## config.mk

```make
export PLATFORM = sky130hd
export DESIGN_NAME = i2c_addr_match
export DESIGN_NICKNAME = d
export VERILOG_FILES = /design/src/rtl/i2c_am_pkg.sv /design/src/rtl/i2c_am_edge.sv /design/src/rtl/i2c_am_shift.sv /design/src/rtl/i2c_am_compare.sv /design/src/rtl/i2c_am_ctrl.sv /design/src/rtl/i2c_addr_match.sv
export SDC_FILE = /design/constraint.sdc
export NUM_CORES = 1
export LEC_CHECK = 0
export ABC_AREA = 1
export BUFFER_PORTS_ARGS = -buffer_cell sky130_fd_sc_hd__buf_2
export CORE_UTILIZATION = 44
export DETAILED_ROUTE_END_ITERATION = 10
export PLACE_DENSITY_LB_ADDON = 0.12
export SYNTH_ARGS = -nofsm -noshare
export SYNTH_HDL_FRONTEND = slang
export SYNTH_SLANG_ARGS = --single-unit
```

## constraint.sdc

```tcl
create_clock -name clk_i -period 1.37 [get_ports clk_i]
set_input_delay 0.0685 -clock clk_i [delete_from_list [all_inputs] [get_ports clk_i]]
set_output_delay 0.0685 -clock clk_i [all_outputs]
set_load 0.01 [all_outputs]
```

## src/rtl/i2c_am_pkg.sv

```systemverilog
package i2c_am_pkg;
  typedef enum logic [2:0] {
    ST_IDLE,
    ST_SHIFT,
    ST_ARM,
    ST_DRIVE,
    ST_HOLD
  } am_state_e;
endpackage

```

## src/rtl/i2c_am_edge.sv

```systemverilog
module i2c_am_edge (
  input  logic clk_i,
  input  logic rst_ni,
  input  logic scl_i,
  output logic rise_o,
  output logic fall_o
);
  logic scl_q;

  // bus idles high
  always_ff @(posedge clk_i or negedge rst_ni) begin
    if (!rst_ni) scl_q <= 1'b1;
    else         scl_q <= scl_i;
  end

  assign rise_o = scl_i & ~scl_q;
  assign fall_o = ~scl_i & scl_q;
endmodule

```

## src/rtl/i2c_am_shift.sv

```systemverilog
module i2c_am_shift #(
  parameter int BITS = 8
) (
  input  logic            clk_i,
  input  logic            rst_ni,
  input  logic            clear_i,
  input  logic            shift_en_i,
  input  logic            sda_i,
  output logic [BITS-1:0] byte_nxt_o,
  output logic            last_o
);
  localparam int CW = (BITS > 1) ? $clog2(BITS) : 1;

  logic [BITS-1:0] sh_q;
  logic [CW-1:0]   cnt_q;

  assign byte_nxt_o = {sh_q[BITS-2:0], sda_i};
  assign last_o     = shift_en_i && (cnt_q == CW'(BITS - 1));

  always_ff @(posedge clk_i or negedge rst_ni) begin
    if (!rst_ni) begin
      sh_q  <= '0;
      cnt_q <= '0;
    end else if (clear_i) begin
      sh_q  <= '0;
      cnt_q <= '0;
    end else if (shift_en_i) begin
      sh_q  <= byte_nxt_o;
      cnt_q <= last_o ? '0 : cnt_q + 1'b1;
    end
  end
endmodule

```

## src/rtl/i2c_am_compare.sv

```systemverilog
module i2c_am_compare #(
  parameter int NSLOT = 4,
  parameter int AW    = 7,
  localparam int SW   = (NSLOT > 1) ? $clog2(NSLOT) : 1
) (
  input  logic [AW-1:0]           rx_addr_i,
  input  logic [NSLOT*(AW+1)-1:0] slot_cfg_i,
  input  logic [NSLOT*AW-1:0]     slot_mask_i,
  output logic                    hit_o,
  output logic [SW-1:0]           slot_o,
  output logic                    gcall_o
);
  logic [NSLOT-1:0] hit_vec;
  logic [NSLOT-1:0] gc_vec;
  logic             rx_zero;

  assign rx_zero = (rx_addr_i == '0);

  for (genvar g = 0; g < NSLOT; g++) begin : g_slot
    logic [AW-1:0] own;
    logic [AW-1:0] msk;
    logic          norm;
    assign own        = slot_cfg_i[g*(AW+1)+1 +: AW];
    assign msk        = slot_mask_i[g*AW +: AW];
    assign norm       = &(~(rx_addr_i ^ own) | msk);
    assign gc_vec[g]  = slot_cfg_i[g*(AW+1)] & rx_zero;
    assign hit_vec[g] = norm | gc_vec[g];
  end

  // lowest index wins: scan downward so the last assignment is the lowest
  always_comb begin
    hit_o   = |hit_vec;
    slot_o  = '0;
    gcall_o = 1'b0;
    for (int i = NSLOT - 1; i >= 0; i--) begin
      if (hit_vec[i]) begin
        slot_o  = SW'(i);
        gcall_o = gc_vec[i];
      end
    end
    p_gcall_zero_r4: assert (!gcall_o || rx_zero)
      else $error("general call flagged on nonzero address");
  end
endmodule

```

## src/rtl/i2c_am_ctrl.sv

```systemverilog
module i2c_am_ctrl
  import i2c_am_pkg::*;
#(
  parameter int SW = 2
) (
  input  logic          clk_i,
  input  logic          rst_ni,
  input  logic          rise_i,
  input  logic          fall_i,
  input  logic          start_i,
  input  logic          stop_i,
  input  logic          master_i,
  input  logic          last_i,
  input  logic          hit_i,
  input  logic [SW-1:0] slot_i,
  input  logic          gcall_i,
  input  logic          rw_i,
  output am_state_e     state_o,
  output logic          match_o,
  output logic [SW-1:0] match_slot_o,
  output logic          gcall_o,
  output logic          rw_o,
  output logic          sda_pull_o
);
  am_state_e state_q;

  assign state_o = state_q;

  always_ff @(posedge clk_i or negedge rst_ni) begin
    if (!rst_ni) begin
      state_q      <= ST_IDLE;
      match_o      <= 1'b0;
      match_slot_o <= '0;
      gcall_o      <= 1'b0;
      rw_o         <= 1'b0;
      sda_pull_o   <= 1'b0;
    end else if (stop_i || start_i) begin
      state_q      <= stop_i ? ST_IDLE : ST_SHIFT;
      match_o      <= 1'b0;
      match_slot_o <= '0;
      gcall_o      <= 1'b0;
      rw_o         <= 1'b0;
      sda_pull_o   <= 1'b0;
    end else begin
      unique case (state_q)
        ST_SHIFT: if (last_i) begin
          if (hit_i && !master_i) begin
            match_o      <= 1'b1;
            match_slot_o <= slot_i;
            gcall_o      <= gcall_i;
            rw_o         <= rw_i;
            state_q      <= ST_ARM;
          end else begin
            state_q <= ST_IDLE;
          end
        end
        ST_ARM: if (fall_i) begin
          sda_pull_o <= 1'b1;
          state_q    <= ST_DRIVE;
        end
        ST_DRIVE: if (rise_i) state_q <= ST_HOLD;
        ST_HOLD: if (fall_i) begin
          sda_pull_o <= 1'b0;
          state_q    <= ST_IDLE;
        end
        default: ;
      endcase
    end
  end

  p_pull_needs_match_r8: assert property (@(posedge clk_i) disable iff (!rst_ni)
    sda_pull_o |-> match_o);
  p_pull_on_low_r8: assert property (@(posedge clk_i) disable iff (!rst_ni)
    $rose(sda_pull_o) |-> $past(fall_i));
  p_abort_r9: assert property (@(posedge clk_i) disable iff (!rst_ni)
    (stop_i || start_i) |=> (!match_o && !sda_pull_o));
  p_master_quiet_r7: assert property (@(posedge clk_i) disable iff (!rst_ni)
    $rose(match_o) |-> !$past(master_i));
  p_hold_r10: assert property (@(posedge clk_i) disable iff (!rst_ni)
    (match_o && !start_i && !stop_i) |=> (match_o && $stable(match_slot_o)
      && $stable(gcall_o) && $stable(rw_o)));
endmodule

```

## src/rtl/i2c_addr_match.sv

```systemverilog
module i2c_addr_match
  import i2c_am_pkg::*;
#(
  parameter int NSLOT = 4,
  parameter int AW    = 7,
  localparam int SW   = (NSLOT > 1) ? $clog2(NSLOT) : 1,
  localparam int BITS = AW + 1
) (
  input  logic                    clk_i,
  input  logic                    rst_ni,
  input  logic                    scl_i,
  input  logic                    sda_i,
  input  logic                    start_i,
  input  logic                    stop_i,
  input  logic                    master_i,
  input  logic [NSLOT*(AW+1)-1:0] slot_cfg_i,
  input  logic [NSLOT*AW-1:0]     slot_mask_i,
  output logic                    match_o,
  output logic [SW-1:0]           match_slot_o,
  output logic                    gcall_o,
  output logic                    rw_o,
  output logic                    sda_pull_o
);
  logic            rise, fall, last, hit, cmp_gc;
  logic [SW-1:0]   cmp_slot;
  logic [BITS-1:0] byte_nxt;
  am_state_e       state;

  i2c_am_edge i_edge (
    .clk_i (clk_i),
    .rst_ni(rst_ni),
    .scl_i (scl_i),
    .rise_o(rise),
    .fall_o(fall)
  );

  i2c_am_shift #(.BITS(BITS)) i_shift (
    .clk_i     (clk_i),
    .rst_ni    (rst_ni),
    .clear_i   (start_i | stop_i),
    .shift_en_i(rise && (state == ST_SHIFT)),
    .sda_i     (sda_i),
    .byte_nxt_o(byte_nxt),
    .last_o    (last)
  );

  i2c_am_compare #(.NSLOT(NSLOT), .AW(AW)) i_cmp (
    .rx_addr_i  (byte_nxt[BITS-1:1]),
    .slot_cfg_i (slot_cfg_i),
    .slot_mask_i(slot_mask_i),
    .hit_o      (hit),
    .slot_o     (cmp_slot),
    .gcall_o    (cmp_gc)
  );

  i2c_am_ctrl #(.SW(SW)) i_ctrl (
    .clk_i       (clk_i),
    .rst_ni      (rst_ni),
    .rise_i      (rise),
    .fall_i      (fall),
    .start_i     (start_i),
    .stop_i      (stop_i),
    .master_i    (master_i),
    .last_i      (last),
    .hit_i       (hit),
    .slot_i      (cmp_slot),
    .gcall_i     (cmp_gc),
    .rw_i        (byte_nxt[0]),
    .state_o     (state),
    .match_o     (match_o),
    .match_slot_o(match_slot_o),
    .gcall_o     (gcall_o),
    .rw_o        (rw_o),
    .sda_pull_o  (sda_pull_o)
  );

  p_no_pull_in_master_r7: assert property (@(posedge clk_i) disable iff (!rst_ni)
    (master_i && $past(master_i) && !match_o) |-> !sda_pull_o);
endmodule

```

==> flow_summary.ini, run 1 <==
[outcome]
status = finished, violations left
violations = negative setup slack

[detailed_routing]
via_per_inst = 4.587
ant_nets = 0
wl_per_cell_um = 10.64
firstDrtPassIters = 4
drcViolationCount = 0
drt-initial-drc-count = 106
dr_total_vias = 2064
wl_mm = 4.788

[clock_network]
clkTransAtPathRegs_ns = 0.07
clk_latency_ns = 0.26
h-tree-depth = 1
cts-root-buf = clkbuf_8
clock_sinks = 20
cts-buffers-inserted = 3
cts_tree = done
clockBufferDepth = 2

[synthesis]
synthDistinctLibCells = 31
syn_nets = 357
synth_top_family_by_area = simple AND/OR/NAND/NOR gates
synthMuxAreaShare = 0
synth-xor-area-share = 0.004950
ys_seq_elements = 20
synth-seq-area-share = 0.2836
synth_compound_area_frac = 0.09264
syn_area_per_cell_um2 = 6.143
synthCells = 288
synthAdderAreaFrac = 0.01414
yosysWarnings = 0
synthSimpleGateAreaFrac = 0.4632
syn_area_mm2 = 0.001769

[grt]
first_global_vias = 1929
grt_max_degree = 21
grt_overflow = 0
grt_usage = 0.2385
antenna_found_initial = 0
grt_pass1_wl_mm = 7.948

[die]
die_h_um = 65.41
core_area_mm2 = 0.003771
pin_count = 73
die_w_um = 65.41
num_rows = 22
die_area_mm2 = 0.004278
initial_core_util = 0.4691

[sta]
rsz0062_at_grt = yes
worst_slew_pin_slew_ns = 0.4490
finClkSkew_ns = 0.003389
slew_violations = 0
setup_viol = 8
fin_crit_ns = 1.670
timing_hold_violations_final = 0
finalSetupTns_ns = -1.888
period_share = 1.219
max_freq_ghz = 0.5986
setup_slack_ns = -0.3005
relSlewSlack = 0.7007

[finish]
area_growth_pct = 47.74
mostFrequentLayoutCells = nand2_1, buf_2, inv_1
n_antenna_cell = 0
final_common_cell = nand2_1
nets = 472
drive_gt1_frac = 0.4179

[pwr]
totalPowerFinal_mw = 1.627
p_per_area_mw_per_mm2 = 622.6
ir_drop_mv = 0.5669
cellLeakagePower_nw = 1.557

[critical_path]
critPathLaunchType = register
cp.required_ns = 1.52
critPathKind = reg -> reg
cp.arrival_ns = 1.82
cp_max_fo = 6
rrSetupSlack_ns = -0.30
end_kind = register

[place]
place.gp.congestion = 0.8661
dp.final_hpwl_mm = 3.563
portBuffers = 72

[run]
drv_cap = 0

[worst_hold_path]
hold_class = in -> reg
what timing repair did:
item	in CTS	in global routing
resized for setup	11	30
pin swaps	3	11
hold buffers	2	0
endpoints found under the hold margin	20	0
setup buffers	8	5
setup endpoints to repair	15	17
cell type report:
cell class,instances,area [µm²]
fill,331,1157
multi-input combinational,208,1092
timing repair buffer,113,688.2
sequential,20,509.2
inverter,57,219.0
tap,48,60.06
clock buffer,4,45.04
flip-flops by register name, indices dropped and copies added, names as in the netlist:
| signal | count |
|---|---|
| i_ctrl.gcall_o | 1 |
| i_ctrl.match_o | 1 |
| i_ctrl.match_slot_o | 2 |
| i_ctrl.rw_o | 1 |
| i_ctrl.sda_pull_o | 1 |
| i_ctrl.state_o | 3 |
| i_edge.scl_q | 1 |
| i_shift.cnt_q | 3 |
| i_shift.sh_q | 7 |
routing by layer:
metal	up-vias	global-route usage	wire length [µm]
li1	1112	-	-
met1	898	0.3116	2321
met2	50	0.4149	2248
met3	4	0.03472	178
met4	0	0.04891	40
met5	-	0	0
Yosys cell counts:
cell / count / share of area
nor2_2: 7 / 0.025
inv_2: 9 / 0.019
nand3_2: 1 / 0.0057
inv_1: 48 / 0.10
nor4_1: 1 / 0.0035
or2_1: 4 / 0.014
nand2_1: 95 / 0.20
dfstp_2: 1 / 0.015
nand4_2: 1 / 0.0071
nand3_1: 24 / 0.068
ha_1: 2 / 0.014
nand4_1: 1 / 0.0035
o21ai_4: 1 / 0.0092
dfrtp_1: 19 / 0.27
o211ai_2: 1 / 0.0071
nand2_2: 8 / 0.028
nor3_1: 2 / 0.0057
nand2_4: 2 / 0.013
nand3b_1: 5 / 0.021
buf_6: 2 / 0.013
nor3_2: 1 / 0.0057
or2_0: 3 / 0.011
xnor2_1: 1 / 0.0050
nor2_4: 1 / 0.0064
nor2_1: 21 / 0.045
o21ai_0: 9 / 0.025
o21bai_1: 1 / 0.0042
o31ai_1: 1 / 0.0042
o21ai_1: 3 / 0.0085
a21oi_1: 12 / 0.034
clkbuf_8: 1 / 0.0078
critical path, stage by stage, from the launching register on:
cell and delay [ns]:
dfrtp_1 0.44, or2_1 0.24, nand2_1 0.07, nand2_1 0.06
nor2_2 0.15, nand2_2 0.08, nand2_2 0.08, nor2_4 0.04
nand2_2 0.08, nand2_2 0.08, nand2_4 0.08, nand2_4 0.07
nand2_1 0.06, nand2_1 0.05
through the flow:
step | cells | hold slack (ns) | cell area (µm²) | setup slack (ns) | util
after floorplan | 288 | -0.2271 | 1769 | -0.1371 | -
after global placement | 431 | 0.04393 | 2349 | -0.2593 | 0.6228
after detailed placement | 431 | 0.04426 | 2349 | -0.2972 | 0.6228
after CTS | 445 | 0.003776 | 2494 | -0.2648 | 0.6612
after global routing | 450 | 0.009114 | 2614 | -0.4176 | 0.6931
final | 450 | 0.005938 | 2614 | -0.3005 | 0.6931
worst paths after layout:
| kind | from | endpoint | cells after the start |
|---|---|---|---|
| min reg2reg | i_ctrl.rw_o$_DFFE_PN0P_ | i_ctrl.rw_o$_DFFE_PN0P_ | 2 |
| min in group asynchronous | rst_ni | i_ctrl.match_o$_DFFE_PN0P_ | 2 |
| max | i_shift.sh_q[1]$_DFFE_PN0P_ | i_ctrl.match_slot_o[1]$_DFFE_PN0P_ | 13 |
| max reg2reg | i_shift.sh_q[1]$_DFFE_PN0P_ | i_ctrl.match_slot_o[1]$_DFFE_PN0P_ | 13 |
| max in group asynchronous | rst_ni | i_edge.scl_q$_DFF_PN1_ | 2 |
| min | stop_i | i_ctrl.state_o[0]$_DFFE_PN0P_ | 2 |
power breakdown:
part | total (mW) | internal, mW | leakage [nW] | switching (mW)
sequential | 0.640 | 0.618 | 0.262 | 0.0219
combinational | 0.596 | 0.296 | 1.27 | 0.300
clock | 0.391 | 0.207 | 0.0228 | 0.184
total | 1.63 | 1.12 | 1.56 | 0.506
logic make-up (layout without fill, tap and decap cells):
| group | count (synthesis) | count (layout) |
|---|---|---|
| AOI/OAI and AO/OA | 28 | 28 |
| xor gates and xnor gates | 1 | 1 |
| adders and majority gates | 2 | 2 |
| buffers and inverters | 60 | 174 |
| and+or+nand+nor | 177 | 177 |
| DFF | 20 | 20 |
Power figures use the tool's default switching activity.
==> run 2, diff against run 1 <==
--- a/config.mk
+++ b/config.mk
@@ -9,7 +9,7 @@
 export BUFFER_PORTS_ARGS = -buffer_cell sky130_fd_sc_hd__buf_2
 export CORE_UTILIZATION = 44
 export DETAILED_ROUTE_END_ITERATION = 10
-export PLACE_DENSITY_LB_ADDON = 0.12
+export PLACE_DENSITY = 0.78
 export SYNTH_ARGS = -nofsm -noshare
 export SYNTH_HDL_FRONTEND = slang
 export SYNTH_SLANG_ARGS = --single-unit
==> constraint.sdc (replaced) <==
create_clock -name clk_i -period 1.37 [get_ports clk_i]
set_input_delay 0.0685 -clock clk_i [delete_from_list [all_inputs] [get_ports clk_i]]
set_output_delay 0.0685 -clock clk_i [all_outputs]
set_load 0.005 [all_outputs]
==> run 2 against run 1 <==
The flow still finishes with violations (negative setup slack). Via count increased by 1.9%. First-iteration DRC count decreased by 13%. Critical path depth increased by 2. Routed wire length increased by 2.7%. Critical endpoint is now i_ctrl.match_slot_o[0]$_DFFE_PN0P_. Largest cell class unchanged.
==> flow_summary.ini, run 2 (synthesis gave the netlist of run 1 again) <==
[die]
die_area_mm2 = 0.004278
initial_core_util = 0.4691
pin_count = 73
die_w_um = 65.41
num_rows = 22
core_area_mm2 = 0.003771
die_h_um = 65.41

[grt]
grt_overflow = 0
grt_usage = 0.2449
grt_max_degree = 21
antenna_found_initial = 0
grt_pass1_wl_mm = 8.245
first_global_vias = 2045

[place]
dp.final_hpwl_mm = 3.776
place.gp.congestion = 0.8349
placed_area_mm2 = 0.002318
portBuffers = 72
dp.cells = 427

[sta]
rsz0062_at_grt = yes
finalSetupTns_ns = -2.069
timing_hold_violations_final = 0
setup_slack_ns = -0.3339
fin_crit_ns = 1.704
setup_viol = 8
slew_violations = 0
max_freq_ghz = 0.5869
relSlewSlack = 0.6845
period_share = 1.244
finClkSkew_ns = 0.001298
worst_slew_pin_slew_ns = 0.4732

[detailed_routing]
dr_total_vias = 2104
drcViolationCount = 0
wl_mm = 4.917
via_per_inst = 4.793
ant_nets = 0
wl_per_cell_um = 11.20
firstDrtPassIters = 4
drt-initial-drc-count = 92

[critical_path]
reg2reg_depth = 15
slowest_stage = dfrtp_2
cp_max_fo = 5
cp-startpoint = i_shift.sh_q[0]$_DFFE_PN0P_
worstReg2RegStart = i_shift.sh_q[0]$_DFFE_PN0P_
cp.required_ns = 1.52
critPathLaunchType = register
cp_num_cells = 15
slowest_delay_ns = 0.45
rrSetupSlack_ns = -0.33
path_delay_family = simple AND/OR/NAND/NOR gates
r2r_end = i_ctrl.match_slot_o[0]$_DFFE_PN0P_
cp_cell_sequence = buf_4 > nor2_1 > nor2_1 > nand2_1 > nand2_1 > nor2_1 > nand2_1 > nand2_2 > nor2_4 > nand2_2 > nand2_2 > nand2_4 > nand2_4 > nand2_1 > nand2_1
critPathMostFrequentCell = nand2_1
cp_num_buf_inv = 1
end_kind = register
cp.arrival_ns = 1.86
critPathKind = reg -> reg

[finish]
area_growth_pct = 42.57
drive_gt1_frac = 0.4066
n_antenna_cell = 0
layoutNonFillerInstCount = 439
nets = 461
largest_register_ffs = 7
top_register = i_shift.sh_q
postLayoutCellArea_mm2 = 0.002522
final_common_cell = nand2_1
utilization = 0.6689
fillers = 342
mostFrequentLayoutCells = nand2_1, buf_2, inv_1

[clock_network]
h-tree-depth = 1
clk_latency_ns = 0.26
clock_sinks = 20
cts_tree = done
clockBufferDepth = 2
clkTransAtPathRegs_ns = 0.07
cts-root-buf = clkbuf_8
cts-buffers-inserted = 3

[worst_hold_path]
min_path_cells = 2
hold_class = in -> reg
hold_start = stop_i
holdPathEnd = i_ctrl.state_o[0]$_DFFE_PN0P_

[pwr]
p_per_area_mw_per_mm2 = 648.3
ir_drop_mv = 0.4902
cellLeakagePower_nw = 1.511

[outcome]
status = finished, violations left
violations = negative setup slack

[run]
drv_cap = 0
==> run 2: area by class of cell <==
cell class | instances | area [µm²] | share of cell area
Clock buffer | 4 | 55.05 | 0.02183
Inverter | 57 | 216.5 | 0.08581
Multi-Input combinational cell | 208 | 1086 | 0.4306
Sequential cell | 20 | 506.7 | 0.2009
Tap cell | 48 | 60.06 | 0.02381
Timing Repair Buffer | 102 | 598.1 | 0.2371
==> run 2: routing by layer <==
layer	global-route usage	up-vias	wire, µm
met1	0.3014	956	2204
met5	0	-	0
met2	0.4446	52	2458
met4	0.07880	0	67
li1	-	1087	-
met3	0.02257	9	186
==> run 2: power by group <==
group / internal (mW) / switching [mW] / total, mW / leakage [nW]
Sequential: 0.616 / 0.0296 / 0.646 / 0.265
Clock: 0.256 / 0.194 / 0.450 / 0.0288
Combinational: 0.263 / 0.276 / 0.539 / 1.22
Total: 1.13 / 0.500 / 1.64 / 1.51
==> run 2: how the worst max path moves through the flow <==
stage                                         endpoint  slack, ns
floorplan           i_ctrl.match_slot_o[1]$_DFFE_PN0P_      -0.14
global placement            i_ctrl.gcall_o$_DFFE_PN0P_      -0.29
detailed placement  i_ctrl.match_slot_o[1]$_DFFE_PN0P_      -0.35
CTS                 i_ctrl.match_slot_o[1]$_DFFE_PN0P_      -0.31
global route                   i_ctrl.rw_o$_DFFE_PN0P_      -0.45
finish              i_ctrl.match_slot_o[0]$_DFFE_PN0P_      -0.33
==> run 2: timing repair <==
item,4_1_cts,5_1_grt
endpoints found under the setup margin,17,17
hold endpoints to repair,20,0
resized for setup,9,28
hold buffers,2,0
buffers inserted,2,4
gates cloned,0,0
pin swaps,1,20
==> run 2: metrics by stage <==
stage / power [mW] / setup WS [ns] / hold slack, ns
6_report: 1.635 / -0.3339 / 0.01832
5_1_grt: 1.737 / -0.4548 / 0.002267
4_1_cts: 1.592 / -0.3113 / 0.01196
3_5_place_dp: 1.132 / -0.3543 / 0.04567
3_3_place_gp: 1.120 / -0.2894 / 0.03989
2_1_floorplan: 0.8943 / -0.1361 / -0.2271
==> run 3, diff against run 2 <==
--- a/config.mk
+++ b/config.mk
@@ -9,7 +9,8 @@
 export BUFFER_PORTS_ARGS = -buffer_cell sky130_fd_sc_hd__buf_2
 export CORE_UTILIZATION = 44
 export DETAILED_ROUTE_END_ITERATION = 10
-export PLACE_DENSITY = 0.78
+export PLACE_DENSITY = 0.77
 export SYNTH_ARGS = -nofsm -noshare
 export SYNTH_HDL_FRONTEND = slang
+export SYNTH_HIERARCHICAL = 1
 export SYNTH_SLANG_ARGS = --single-unit
==> run 3 against run 2 <==
The run still ends with negative setup slack left. Highest routed layer unchanged. Largest power group unchanged. Count of clock-buffer cells in the layout did not move. Register-to-register slack got worse by 0.22 ns. Sequential share of layout area fell by 0.83 points. Final cell count rose by 2.3%. Maximum frequency fell by 11%. Synthesized cell count is 2.1% higher. Flip-flop and latch count unchanged. Worst setup slack got worse by 0.22 ns. Area after synthesis grew 3.5%. Non-clock buffer count is 6 higher. Utilization fell by 0.95 points. Clock power grew 1%.
==> flow_summary.ini, run 3 <==
[clock_network]
cts-buffers-inserted = 3
clockBufferDepth = 2
cts-root-buf = clkbuf_8
clock_sinks = 20
cts_tree = done
clkTransAtPathRegs_ns = 0.07
h-tree-depth = 1
clk_latency_ns = 0.26

[sta]
relSlewSlack = 0.6905
finClkSkew_ns = 0.001408
rsz0062_at_grt = yes
setup_slack_ns = -0.5501
timing_hold_violations_final = 0
fin_crit_ns = 1.920
period_share = 1.402
finalSetupTns_ns = -3.279
worst_slew_pin_slew_ns = 0.4643
setup_viol = 8
max_freq_ghz = 0.5208
slew_violations = 0

[finish]
final_common_cell = nand2_1
mostFrequentLayoutCells = nand2_1, buf_2, inv_1
largest_register_ffs = 7
layoutNonFillerInstCount = 449
n_antenna_cell = 0
area_growth_pct = 43.99
top_register = i_shift/sh_q
postLayoutCellArea_mm2 = 0.002638
nets = 469
drive_gt1_frac = 0.4211

[detailed_routing]
ant_nets = 0
wl_per_cell_um = 11.39
dr_total_vias = 2154
firstDrtPassIters = 4
drt-initial-drc-count = 94
drcViolationCount = 0
via_per_inst = 4.797
wl_mm = 5.113

[synthesis]
synthCells = 294
ys_seq_elements = 20
synthTopCellsByArea = dfrtp_1, nand2_1, inv_1
synth_top_area_frac = 0.2596
synth-seq-area-share = 0.2739
yosys.area.top_type = dfrtp_1
yosysWarnings = 6
synth_edf_count = 0
async_flop_share = 1.000
synth_common_cells = nand2_1, inv_1, nor2_1, dfrtp_1, nand3_1
yosysMostFrequentCell = nand2_1
syn_area_mm2 = 0.001832
syn_area_per_cell_um2 = 6.230
synthDistinctLibCells = 30
syn_nets = 363
synth_top_flop_cell = dfrtp_1

[place]
dp.final_hpwl_mm = 3.721
portBuffers = 72
pre_cts_ws_ns = -0.6041
place.gp.congestion = 0.8516
dp.cells = 429
placed_area_mm2 = 0.002336

[outcome]
violations = negative setup slack
status = finished, violations left

[critical_path]
critPathLaunchType = register
critPathKind = reg -> reg
cp_max_fo = 6
cp.required_ns = 1.57
end_kind = register
cp.arrival_ns = 2.12

[pwr]
totalPowerFinal_mw = 1.581
cellLeakagePower_nw = 1.534
ir_drop_mv = 0.4142
p_per_area_mw_per_mm2 = 599.3

[die]
core_area_mm2 = 0.004000
pin_count = 73
die_area_mm2 = 0.004425
die_w_um = 66.52
die_h_um = 66.52
initial_core_util = 0.4579
num_rows = 23

[grt]
grt_overflow = 0
grt_pass1_wl_mm = 7.976
first_global_vias = 1952
antenna_found_initial = 0
grt_max_degree = 21
grt_usage = 0.2389

[run]
drv_cap = 0

[worst_hold_path]
hold_class = in -> reg
[run 3: changes by cell type in the layout (fill, tap and decap cells not counted), moves of 3 or more]
cell | before | now
nand2_1 | 89 | 105
inv_1 | 45 | 34
nand3_1 | 22 | 13
buf_4 | 26 | 33
nand2_2 | 14 | 9
nor2_4 | 4 | 9
xnor2_1 | 1 | 6
o21ai_0 | 3 | 7
nor2_1 | 21 | 24
nor2_2 | 4 | 7
nor3_2 | 3 | 0
[run 3: area by class of cell]
class                   instances  area, µm²
clock buffers                   4      55.05
fillers                       341       1363
inverters                      45      171.4
multi-input cells             222       1201
flip-flops and latches         20      508.0
well taps                      50      62.56
repair buffers                108      639.4
[run 3: logic make-up (layout without fill, tap and decap cells)]
logic type / count (synthesis) / count (layout) / share of synthesized area
flip-flops: 20 / 20 / 0.2739
XOR/XNOR: 7 / 7 / 0.03347
AND/OR/NAND/NOR: 185 / 185 / 0.4624
adder cells (fa/ha/maj): 2 / 2 / 0.01366
buffers and inverters: 52 / 157 / 0.1298
AO/OA/AOI/OAI: 28 / 28 / 0.08675
[run 3: metrics by stage]
| step | hold WS, ns | utilization |
|---|---|---|
| 2_1_floorplan | -0.2271 | - |
| 3_3_place_gp | 0.04784 | 0.5840 |
| 3_5_place_dp | 0.04465 | 0.5840 |
| 4_1_cts | 0.03110 | 0.6347 |
| 5_1_grt | 0.03944 | 0.6594 |
| 6_report | 0.04274 | 0.6594 |
[run 3: final timing paths]
check / from / end / slack, ns / cells past startpoint
hold reg to reg: i_ctrl/gcall_o$_DFFE_PN0P_ / i_ctrl/gcall_o$_DFFE_PN0P_ / 0.48 / 2
setup reg to reg: i_shift/sh_q[0]$_DFFE_PN0P_ / i_ctrl/match_slot_o[0]$_DFFE_PN0P_ / -0.55 / 14
setup / recovery: i_shift/sh_q[0]$_DFFE_PN0P_ / i_ctrl/match_slot_o[0]$_DFFE_PN0P_ / -0.55 / 14
hold / removal: sda_i / i_shift/sh_q[0]$_DFFE_PN0P_ / 0.04 / 3
min in group asynchronous: rst_ni / i_ctrl/gcall_o$_DFFE_PN0P_ / 0.29 / 2
max in group asynchronous: rst_ni / i_shift/sh_q[2]$_DFFE_PN0P_ / 0.73 / 2
[run 3: routing by layer]
layer | wire length, µm | global-route usage | share of wire
met3 | 282 | 0.03082 | 0.055
met4 | 140 | 0.1037 | 0.027
met5 | 0 | 0 | 0
met2 | 2605 | 0.4566 | 0.51
met1 | 2084 | 0.2587 | 0.41
[run 3: critical path, stage by stage, from the launching register on]
cell and delay [ns]:
dfrtp_2 0.46, buf_6 0.15, a21oi_2 0.10, o21ai_1 0.06
o21ai_1 0.07, nor2_1 0.07, nand2_1 0.09, nand2_2 0.07
buf_4 0.13, buf_4 0.12, buf_4 0.12, buf_4 0.12
a21oi_1 0.12, nand3_1 0.09, nand2_1 0.07
[run 3: power by group]
group | total [mW] | switching, mW | internal [mW] | leakage [nW]
clock | 0.455 | 0.199 | 0.256 | 0.0288
combinational | 0.503 | 0.265 | 0.238 | 1.24
sequential | 0.622 | 0.0121 | 0.610 | 0.263
total | 1.58 | 0.477 | 1.10 | 1.53
[run 3: timing repair]
action                     in CTS  in global routing
setup buffers                  10                  5
pin swaps                      15                 20
resized for setup              23                 22
hold endpoints to repair       20                  0
hold buffers                    2                  0
setup endpoints to repair       8                 18
